File: src/rtl/rename_pkg.sv
package rename_pkg;
  typedef enum logic [1:0] {
    RC_INT  = 2'd0,
    RC_FP   = 2'd1,
    RC_MISC = 2'd2
  } reg_class_e;
endpackage

File: src/rtl/rmap_table.sv
module rmap_table #(
  parameter int N    = 32,
  parameter int PW   = 8,
  parameter int BASE = 0,
  localparam int IW  = (N > 1) ? $clog2(N) : 1
) (
  input  logic          clk,
  input  logic          rst_n,
  input  logic [IW-1:0] rd0_idx,
  output logic [PW-1:0] rd0_phys,
  input  logic [IW-1:0] rd1_idx,
  output logic [PW-1:0] rd1_phys,
  input  logic          wa_en,
  input  logic [IW-1:0] wa_idx,
  input  logic [PW-1:0] wa_phys,
  input  logic          wb_en,
  input  logic [IW-1:0] wb_idx,
  input  logic [PW-1:0] wb_phys
);
  logic [PW-1:0] ent [N];

  assign rd0_phys = ent[rd0_idx];
  assign rd1_phys = ent[rd1_idx];

  // Port b (restore) is applied after port a (rename) so it wins on a clash.
  always_ff @(posedge clk or negedge rst_n) begin
    if (!rst_n) begin
      for (int i = 0; i < N; i++) ent[i] <= PW'(BASE + i);
    end else begin
      if (wa_en) ent[wa_idx] <= wa_phys;
      if (wb_en) ent[wb_idx] <= wb_phys;
    end
  end
endmodule

File: src/rtl/rfree_pool.sv
module rfree_pool #(
  parameter int DEPTH    = 64,
  parameter int PW       = 8,
  parameter int FIRST    = 32,
  parameter int INIT_CNT = 32,
  localparam int AW      = (DEPTH > 1) ? $clog2(DEPTH) : 1,
  localparam int CW      = $clog2(DEPTH + 1)
) (
  input  logic          clk,
  input  logic          rst_n,
  input  logic          pop,
  output logic [PW-1:0] head_phys,
  output logic          nonempty,
  input  logic          push,
  input  logic [PW-1:0] push_phys,
  output logic          has_room,
  output logic [CW-1:0] cnt
);
  localparam logic [AW-1:0] TAIL0 = AW'(INIT_CNT % DEPTH);
  localparam logic [AW-1:0] LAST  = AW'(DEPTH - 1);

  logic [PW-1:0] mem [DEPTH];
  logic [AW-1:0] hd, tl;

  assign head_phys = mem[hd];
  assign nonempty  = (cnt != '0);
  assign has_room  = (cnt != CW'(DEPTH));

  always_ff @(posedge clk or negedge rst_n) begin
    if (!rst_n) begin
      for (int i = 0; i < DEPTH; i++)
        mem[i] <= (i < INIT_CNT) ? PW'(FIRST + i) : '0;
      hd  <= '0;
      tl  <= TAIL0;
      cnt <= CW'(INIT_CNT);
    end else begin
      if (pop)  hd <= (hd == LAST) ? '0 : hd + 1'b1;
      if (push) begin
        mem[tl] <= push_phys;
        tl      <= (tl == LAST) ? '0 : tl + 1'b1;
      end
      if (push && !pop)      cnt <= cnt + 1'b1;
      else if (pop && !push) cnt <= cnt - 1'b1;
    end
  end
endmodule

File: src/rtl/rename_map.sv
module rename_map
  import rename_pkg::*;
#(
  parameter int NLI        = 32,
  parameter int NLF        = 32,
  parameter int NPI        = 64,
  parameter int NPF        = 64,
  parameter int ARCH_W     = 7,
  parameter int INT_ZERO   = 31,
  parameter int FP_ZERO    = 63,
  parameter bit FP_ZERO_EN = 1'b1,
  localparam int PHYS_W    = $clog2(NPI + NPF + (1 << ARCH_W) - NLI - NLF),
  localparam int FREE_W    = $clog2(((NPI > NPF) ? NPI : NPF) + 1)
) (
  input  logic              clk,
  input  logic              rst_n,
  input  logic [ARCH_W-1:0] look_arch,
  output logic [PHYS_W-1:0] look_phys,
  input  logic              ren_valid,
  output logic              ren_ready,
  input  logic [ARCH_W-1:0] ren_arch,
  output logic [PHYS_W-1:0] ren_new,
  output logic [PHYS_W-1:0] ren_prev,
  input  logic              set_valid,
  input  logic [ARCH_W-1:0] set_arch,
  input  logic [PHYS_W-1:0] set_phys,
  input  logic              rel_valid,
  output logic              rel_ready,
  input  logic [PHYS_W-1:0] rel_phys,
  output logic [FREE_W-1:0] free_slots
);
  localparam int IIW = (NLI > 1) ? $clog2(NLI) : 1;
  localparam int FIW = (NLF > 1) ? $clog2(NLF) : 1;
  localparam int ICW = $clog2(NPI + 1);
  localparam int FCW = $clog2(NPF + 1);
  localparam logic [ARCH_W-1:0] FP_LO   = ARCH_W'(NLI);
  localparam logic [ARCH_W-1:0] MISC_LO = ARCH_W'(NLI + NLF);
  localparam logic [ARCH_W-1:0] IZ_A    = ARCH_W'(INT_ZERO);
  localparam logic [ARCH_W-1:0] FZ_A    = ARCH_W'(FP_ZERO);
  localparam logic [PHYS_W-1:0] PF_LO   = PHYS_W'(NPI);
  localparam logic [PHYS_W-1:0] PF_HI   = PHYS_W'(NPI + NPF);

  function automatic reg_class_e classify(input logic [ARCH_W-1:0] a);
    if (a < FP_LO)        return RC_INT;
    else if (a < MISC_LO) return RC_FP;
    else                  return RC_MISC;
  endfunction

  function automatic logic [PHYS_W-1:0] misc_map(input logic [ARCH_W-1:0] a);
    return PHYS_W'(32'(a) - 32'(NLI + NLF) + 32'(NPI + NPF));
  endfunction

  function automatic logic [FIW-1:0] fp_index(input logic [ARCH_W-1:0] a);
    logic [ARCH_W-1:0] d;
    d = a - FP_LO;
    return d[FIW-1:0];
  endfunction

  reg_class_e lk_c, rn_c, st_c;
  assign lk_c = classify(look_arch);
  assign rn_c = classify(ren_arch);
  assign st_c = classify(set_arch);

  logic [PHYS_W-1:0] i_lk, i_rn, f_lk, f_rn, i_head, f_head;
  logic              i_ne, f_ne, i_room, f_room;
  logic [ICW-1:0]    i_cnt;
  logic [FCW-1:0]    f_cnt;

  logic rn_izero, rn_fzero, rn_zero, fire, i_pop, f_pop;
  assign rn_izero = (rn_c == RC_INT) && (ren_arch == IZ_A);
  assign rn_fzero = FP_ZERO_EN && (rn_c == RC_FP) && (ren_arch == FZ_A);
  assign rn_zero  = rn_izero || rn_fzero;

  always_comb begin
    unique case (rn_c)
      RC_INT:  ren_ready = rn_zero || i_ne;
      RC_FP:   ren_ready = rn_zero || f_ne;
      default: ren_ready = 1'b1;
    endcase
  end

  assign fire  = ren_valid && ren_ready;
  assign i_pop = fire && (rn_c == RC_INT) && !rn_zero;
  assign f_pop = fire && (rn_c == RC_FP)  && !rn_zero;

  always_comb begin
    unique case (rn_c)
      RC_INT: begin
        ren_prev = i_rn;
        ren_new  = rn_zero ? PHYS_W'(INT_ZERO) : i_head;
      end
      RC_FP: begin
        ren_prev = f_rn;
        ren_new  = rn_zero ? PHYS_W'(FP_ZERO) : f_head;
      end
      default: begin
        ren_prev = misc_map(ren_arch);
        ren_new  = misc_map(ren_arch);
      end
    endcase
  end

  always_comb begin
    unique case (lk_c)
      RC_INT:  look_phys = i_lk;
      RC_FP:   look_phys = f_lk;
      default: look_phys = misc_map(look_arch);
    endcase
  end

  // Release routing by physical range; higher indices are swallowed.
  logic rel_i, rel_f;
  assign rel_i     = (rel_phys < PF_LO);
  assign rel_f     = !rel_i && (rel_phys < PF_HI);
  assign rel_ready = rel_i ? i_room : (rel_f ? f_room : 1'b1);

  rmap_table #(.N(NLI), .PW(PHYS_W), .BASE(0)) u_itab (
    .clk, .rst_n,
    .rd0_idx(look_arch[IIW-1:0]), .rd0_phys(i_lk),
    .rd1_idx(ren_arch[IIW-1:0]),  .rd1_phys(i_rn),
    .wa_en(i_pop), .wa_idx(ren_arch[IIW-1:0]), .wa_phys(i_head),
    .wb_en(set_valid && (st_c == RC_INT)), .wb_idx(set_arch[IIW-1:0]),
    .wb_phys(set_phys)
  );

  rmap_table #(.N(NLF), .PW(PHYS_W), .BASE(NPI)) u_ftab (
    .clk, .rst_n,
    .rd0_idx(fp_index(look_arch)), .rd0_phys(f_lk),
    .rd1_idx(fp_index(ren_arch)),  .rd1_phys(f_rn),
    .wa_en(f_pop), .wa_idx(fp_index(ren_arch)), .wa_phys(f_head),
    .wb_en(set_valid && (st_c == RC_FP)), .wb_idx(fp_index(set_arch)),
    .wb_phys(set_phys)
  );

  rfree_pool #(.DEPTH(NPI), .PW(PHYS_W), .FIRST(NLI), .INIT_CNT(NPI - NLI)) u_ipool (
    .clk, .rst_n, .pop(i_pop), .head_phys(i_head), .nonempty(i_ne),
    .push(rel_valid && rel_i && i_room), .push_phys(rel_phys),
    .has_room(i_room), .cnt(i_cnt)
  );

  rfree_pool #(.DEPTH(NPF), .PW(PHYS_W), .FIRST(NPI + NLF), .INIT_CNT(NPF - NLF)) u_fpool (
    .clk, .rst_n, .pop(f_pop), .head_phys(f_head), .nonempty(f_ne),
    .push(rel_valid && rel_f && f_room), .push_phys(rel_phys),
    .has_room(f_room), .cnt(f_cnt)
  );

  logic [FREE_W-1:0] i_cnt_w, f_cnt_w;
  assign i_cnt_w    = FREE_W'(i_cnt);
  assign f_cnt_w    = FREE_W'(f_cnt);
  assign free_slots = (i_cnt_w < f_cnt_w) ? i_cnt_w : f_cnt_w;
endmodule

File: config.mk
export PLATFORM = sky130hd
export DESIGN_NAME = rename_map
export DESIGN_NICKNAME = d
export VERILOG_FILES = /design/src/rtl/rename_pkg.sv /design/src/rtl/rmap_table.sv /design/src/rtl/rfree_pool.sv /design/src/rtl/rename_map.sv
export SDC_FILE = /design/constraint.sdc
export NUM_CORES = 2
export LEC_CHECK = 0
export BUFFER_PORTS_ARGS = -buffer_cell sky130_fd_sc_hd__buf_2
export CORE_MARGIN = 2
export CORE_UTILIZATION = 64
export DETAILED_ROUTE_END_ITERATION = 8
export PLACE_DENSITY = 0.8
export SLEW_MARGIN = 15
export SYNTH_ARGS = -nofsm -noshare
export SYNTH_HDL_FRONTEND = slang
export SYNTH_SLANG_ARGS = --single-unit
File: constraint.sdc
create_clock -name clk -period 3.7 [get_ports clk]
set_input_delay 0.185 -clock clk [delete_from_list [all_inputs] [get_ports clk]]
set_output_delay 0.185 -clock clk [all_outputs]
set_load 0.03 [all_outputs]
==> summary.txt <==
Outcome
  – Status: complete, but fails checks
  – Failing checks: setup timing

Yosys
  – Sequential area share after synthesis: between 40% and 50%
  – Ys flop type: dfrtp_1
  – Netlist cell types: 77
  – Async S/R FF share, synth: 100%
  – Syn avg cell area: 12.2 µm²
  – FF+latch count, synth: 1574
  – Synthesized area: 80900 µm²
  – Cells after Synth: 6640
  – Yosys Warn Count: 0
  – Post-synth EDFFs: 0
  – Syn_nets: between 6000 and 7000

Route
  – Overall routed net length: 259000 µm
  – DRC violation total after the first TritonRoute iteration: 8626
  – DRC violations left: 0
  – WL per Instance: 30.2 µm
  – Post-DR vias/cell: just over 7
  – Via count: 61628
  – Routed Antenna Nets: 0
  – Drt first pass iters: 7

CTS
  – Clk root buf: clkbuf_16
  – Clk_lat worst skew: 0.83 ns
  – CTS tree: yes
  – CTS Buf Count: 164
  – Clock sink count: roughly 1600
  – CTS clk-pin slew, worst paths: 0.06 ns
  – CTS Buffer Depth: 3
  – H-tree Lvls: 4

STA
  – Worst-case clock skew: 0.0381 ns
  – Final setup violation count: 9
  – Fin crit share: 108%
  – Worst-Margin Slew: 1.31 ns
  – Max Clock Freq: 0.250 GHz
  – Final Hold Slack: 0.000424 ns
  – Max_slew headroom: 12.5%
  – Max-slew violation count: 0
  – PnR worst setup slack: -0.304 ns
  – Final min period: 4.00 ns
  – RSZ-0062 raised after global routing: true
  – Final hold violation count: 0

Worst setup path
  – CP delay by family, top: compound AO/OA/AOI/OAI gates
  – Crit path DAT: around 3.8 ns
  – Maximum fanout along the worst path: 17
  – R2R depth: 11
  – Critical Path End Type: output port
  – Worst Setup Path Type: reg -> out
  – Crit path cell chain: buf_12, buf_4, mux4_2, a21oi_1, a21oi_2, a2111o_1, nor2_1, a221oi_4, buf_6
  – CP Launch Type: flop
  – Slowest cell delay on critical path: 0.54 ns
  – Worst path bufs/invs: 3
  – Crit. path cell count: 9
  – WP data required: 3.51 ns
  – Crit path max-delay cell type: a2111o_1

Placement
  – DP Wirelength: approximately 160000 µm
  – Gpl congestion: 1.06
  – Port Buffers: 74

Finish
  – Number of fill cells in the layout: 7776
  – Share of cells above drive strength 1: slightly below 40%
  – Area grow syn2layout: 13.3%
  – Final net count: 6877

GRT
  – Largest net degree at the start of global routing: 123
  – All-Layer GR Usage: between 40% and 50%
  – GRT overflow: 0
  – First-pass GRT wire length: 394000 µm
  – Initial antenna violation count: 9
  – Number of global-route vias before repair: 62307

Floorplanning
  – I/O Pins: 75
  – Die width: roughly 360 µm
  – # rows: 130
  – Core area: between 100000 and 150000 µm²
  – Starting Density: between 60 and 70%
  – Die area: about 130000 µm²
  – Die Y: 360 µm

Job
  – Maxcap violations: 0

Power and ir drop
  – Power density over the cells: 622 nW/µm²
  – Power, Total: between 50 and 60 mW
  – Leak: 40.5 nW
  – Max VDD drop: 0.000747 V

Hold path
  – Worst min path class: in -> async
-- flip-flops by register name, summed over array words and instances (netlist names) --
register,count
u_fpool.cnt,7
u_fpool.hd,6
u_fpool.mem,512
u_fpool.tl,6
u_ftab.ent,256
u_ipool.cnt,7
u_ipool.hd,6
u_ipool.mem,512
u_ipool.tl,6
u_itab.ent,256
-- layer usage --
metal  track usage [%]  vias up  part of all wire, %
met4              23.7       14                  7.0
met2              59.5     4452                   45
met3              13.1     1190                   12
li1                  -    24698                    -
met5             0.111        -                0.075
met1              52.1    31274                   36
-- synth_stat cells, types with 22 or more instances --
cell / count / area share (%)
a211oi_1: 85 / 0.79
a21o_1: 133 / 1.2
a21oi_1: 283 / 1.8
a221oi_1: 25 / 0.27
a22oi_1: 68 / 0.63
and2_1: 180 / 1.4
buf_1: 48 / 0.22
buf_2: 97 / 0.60
buf_6: 22 / 0.31
clkbuf_1: 330 / 1.5
dfrtp_1: 1122 / 35
dfstp_2: 452 / 15
ha_1: 23 / 0.36
inv_1: 24 / 0.11
mux2_2: 798 / 11
mux2i_1: 132 / 1.6
mux4_2: 535 / 15
nand2_1: 692 / 3.2
nand2b_1: 68 / 0.53
nand3_1: 69 / 0.43
nand4_1: 34 / 0.26
nor2_1: 500 / 2.3
nor2b_1: 54 / 0.42
nor3_1: 56 / 0.35
nor3b_1: 25 / 0.23
o21ai_0: 289 / 1.8
o21ai_1: 255 / 1.6
o31a_1: 26 / 0.28
-- layout make-up --
cell class | instances | area [µm²] | share of cell area [%]
Sequential cell | 1574 | 40000 | 43.6
Tap cell | 1650 | 2060 | 2.25
Clock buffer | 243 | 4770 | 5.20
Timing Repair Buffer | 516 | 4800 | 5.23
Antenna cell | 3 | 7.51 | 0.00819
Multi-Input combinational cell | 4526 | 39100 | 42.7
Inverter | 28 | 105 | 0.115
Clock inverter | 62 | 853 | 0.931
-- cells by family after synthesis --
family,after synthesis,share of synthesized area [%]
compound gates,1272,9.50
xor+xnor,21,0.227
fa+ha+maj,25,0.405
buf+inv,540,2.95
flops,1574,49.4
mux,1472,27.9
simple gates,1736,9.69
-- timing repair --
| action | in CTS | in global routing |
|---|---|---|
| endpoints found under the setup margin | 8 | 9 |
| hold endpoints to repair | 227 | 0 |
| setup buffers | 42 | 18 |
| hold buffers | 8 | 0 |
| gates resized for setup | 112 | 47 |
| cloned | 10 | 3 |
| pin swaps | 16 | 23 |
-- power breakdown --
group	internal (mW)	total [mW]	switching [mW]
Sequential	19.8	21.6	1.76
Clock	9.99	17.3	7.33
Combinational	7.53	18.2	10.6
Total	37.3	57.0	19.7
-- layout by cell type (no fill, tap or decap), drive strengths merged, types with 8 or more instances in the layout --
master       instances
a211oi             106
a21o               133
a21oi              283
a221oi              25
a22o                 9
a22oi               68
a31oi               12
and2               180
and3                17
buf                499
bufinv              14
clkbuf             247
clkinv              41
dfrtp             1122
dfstp              452
dlygate4sd3          8
ha                  23
inv                 30
mux2               798
mux2i              132
mux4               542
nand2              693
nand2b              68
nand3               69
nand4               34
nor2               500
nor2b               54
nor3                60
nor3b               25
o211ai              10
o21ai              544
o22ai                9
o31a                26
or2                 12
xnor2               16
-- metrics by stage --
stage	instances	area, µm²	TNS [ns]	setup WS (ns)	util [%]
2_1_floorplan	6640	80900	0	0.346	-
3_3_place_gp	8217	84500	0	0.0793	67.3
3_5_place_dp	8217	84500	0	0.0613	67.3
4_1_cts	8581	91300	-1.91	-0.271	72.7
5_1_grt	8600	91700	-2.50	-0.400	73.0
6_report	8602	91700	-2.08	-0.304	73.0
-- final timing paths --
check	start	slack [ns]	to
max	u_fpool.hd[0]	-0.30	ren_new[1]
min	rst_n	0.0004	u_ftab.ent[156]
max reg2reg	u_ipool.hd[0]	0.17	u_itab.ent[17]
min reg2reg	u_fpool.mem[190]	0.47	u_fpool.mem[190]
max in group asynchronous	rst_n	2.37	u_ipool.mem[164]
min in group clk	set_arch[1]	0.07	u_itab.ent[228]
Note: power is estimated with default switching activity, not from simulation.
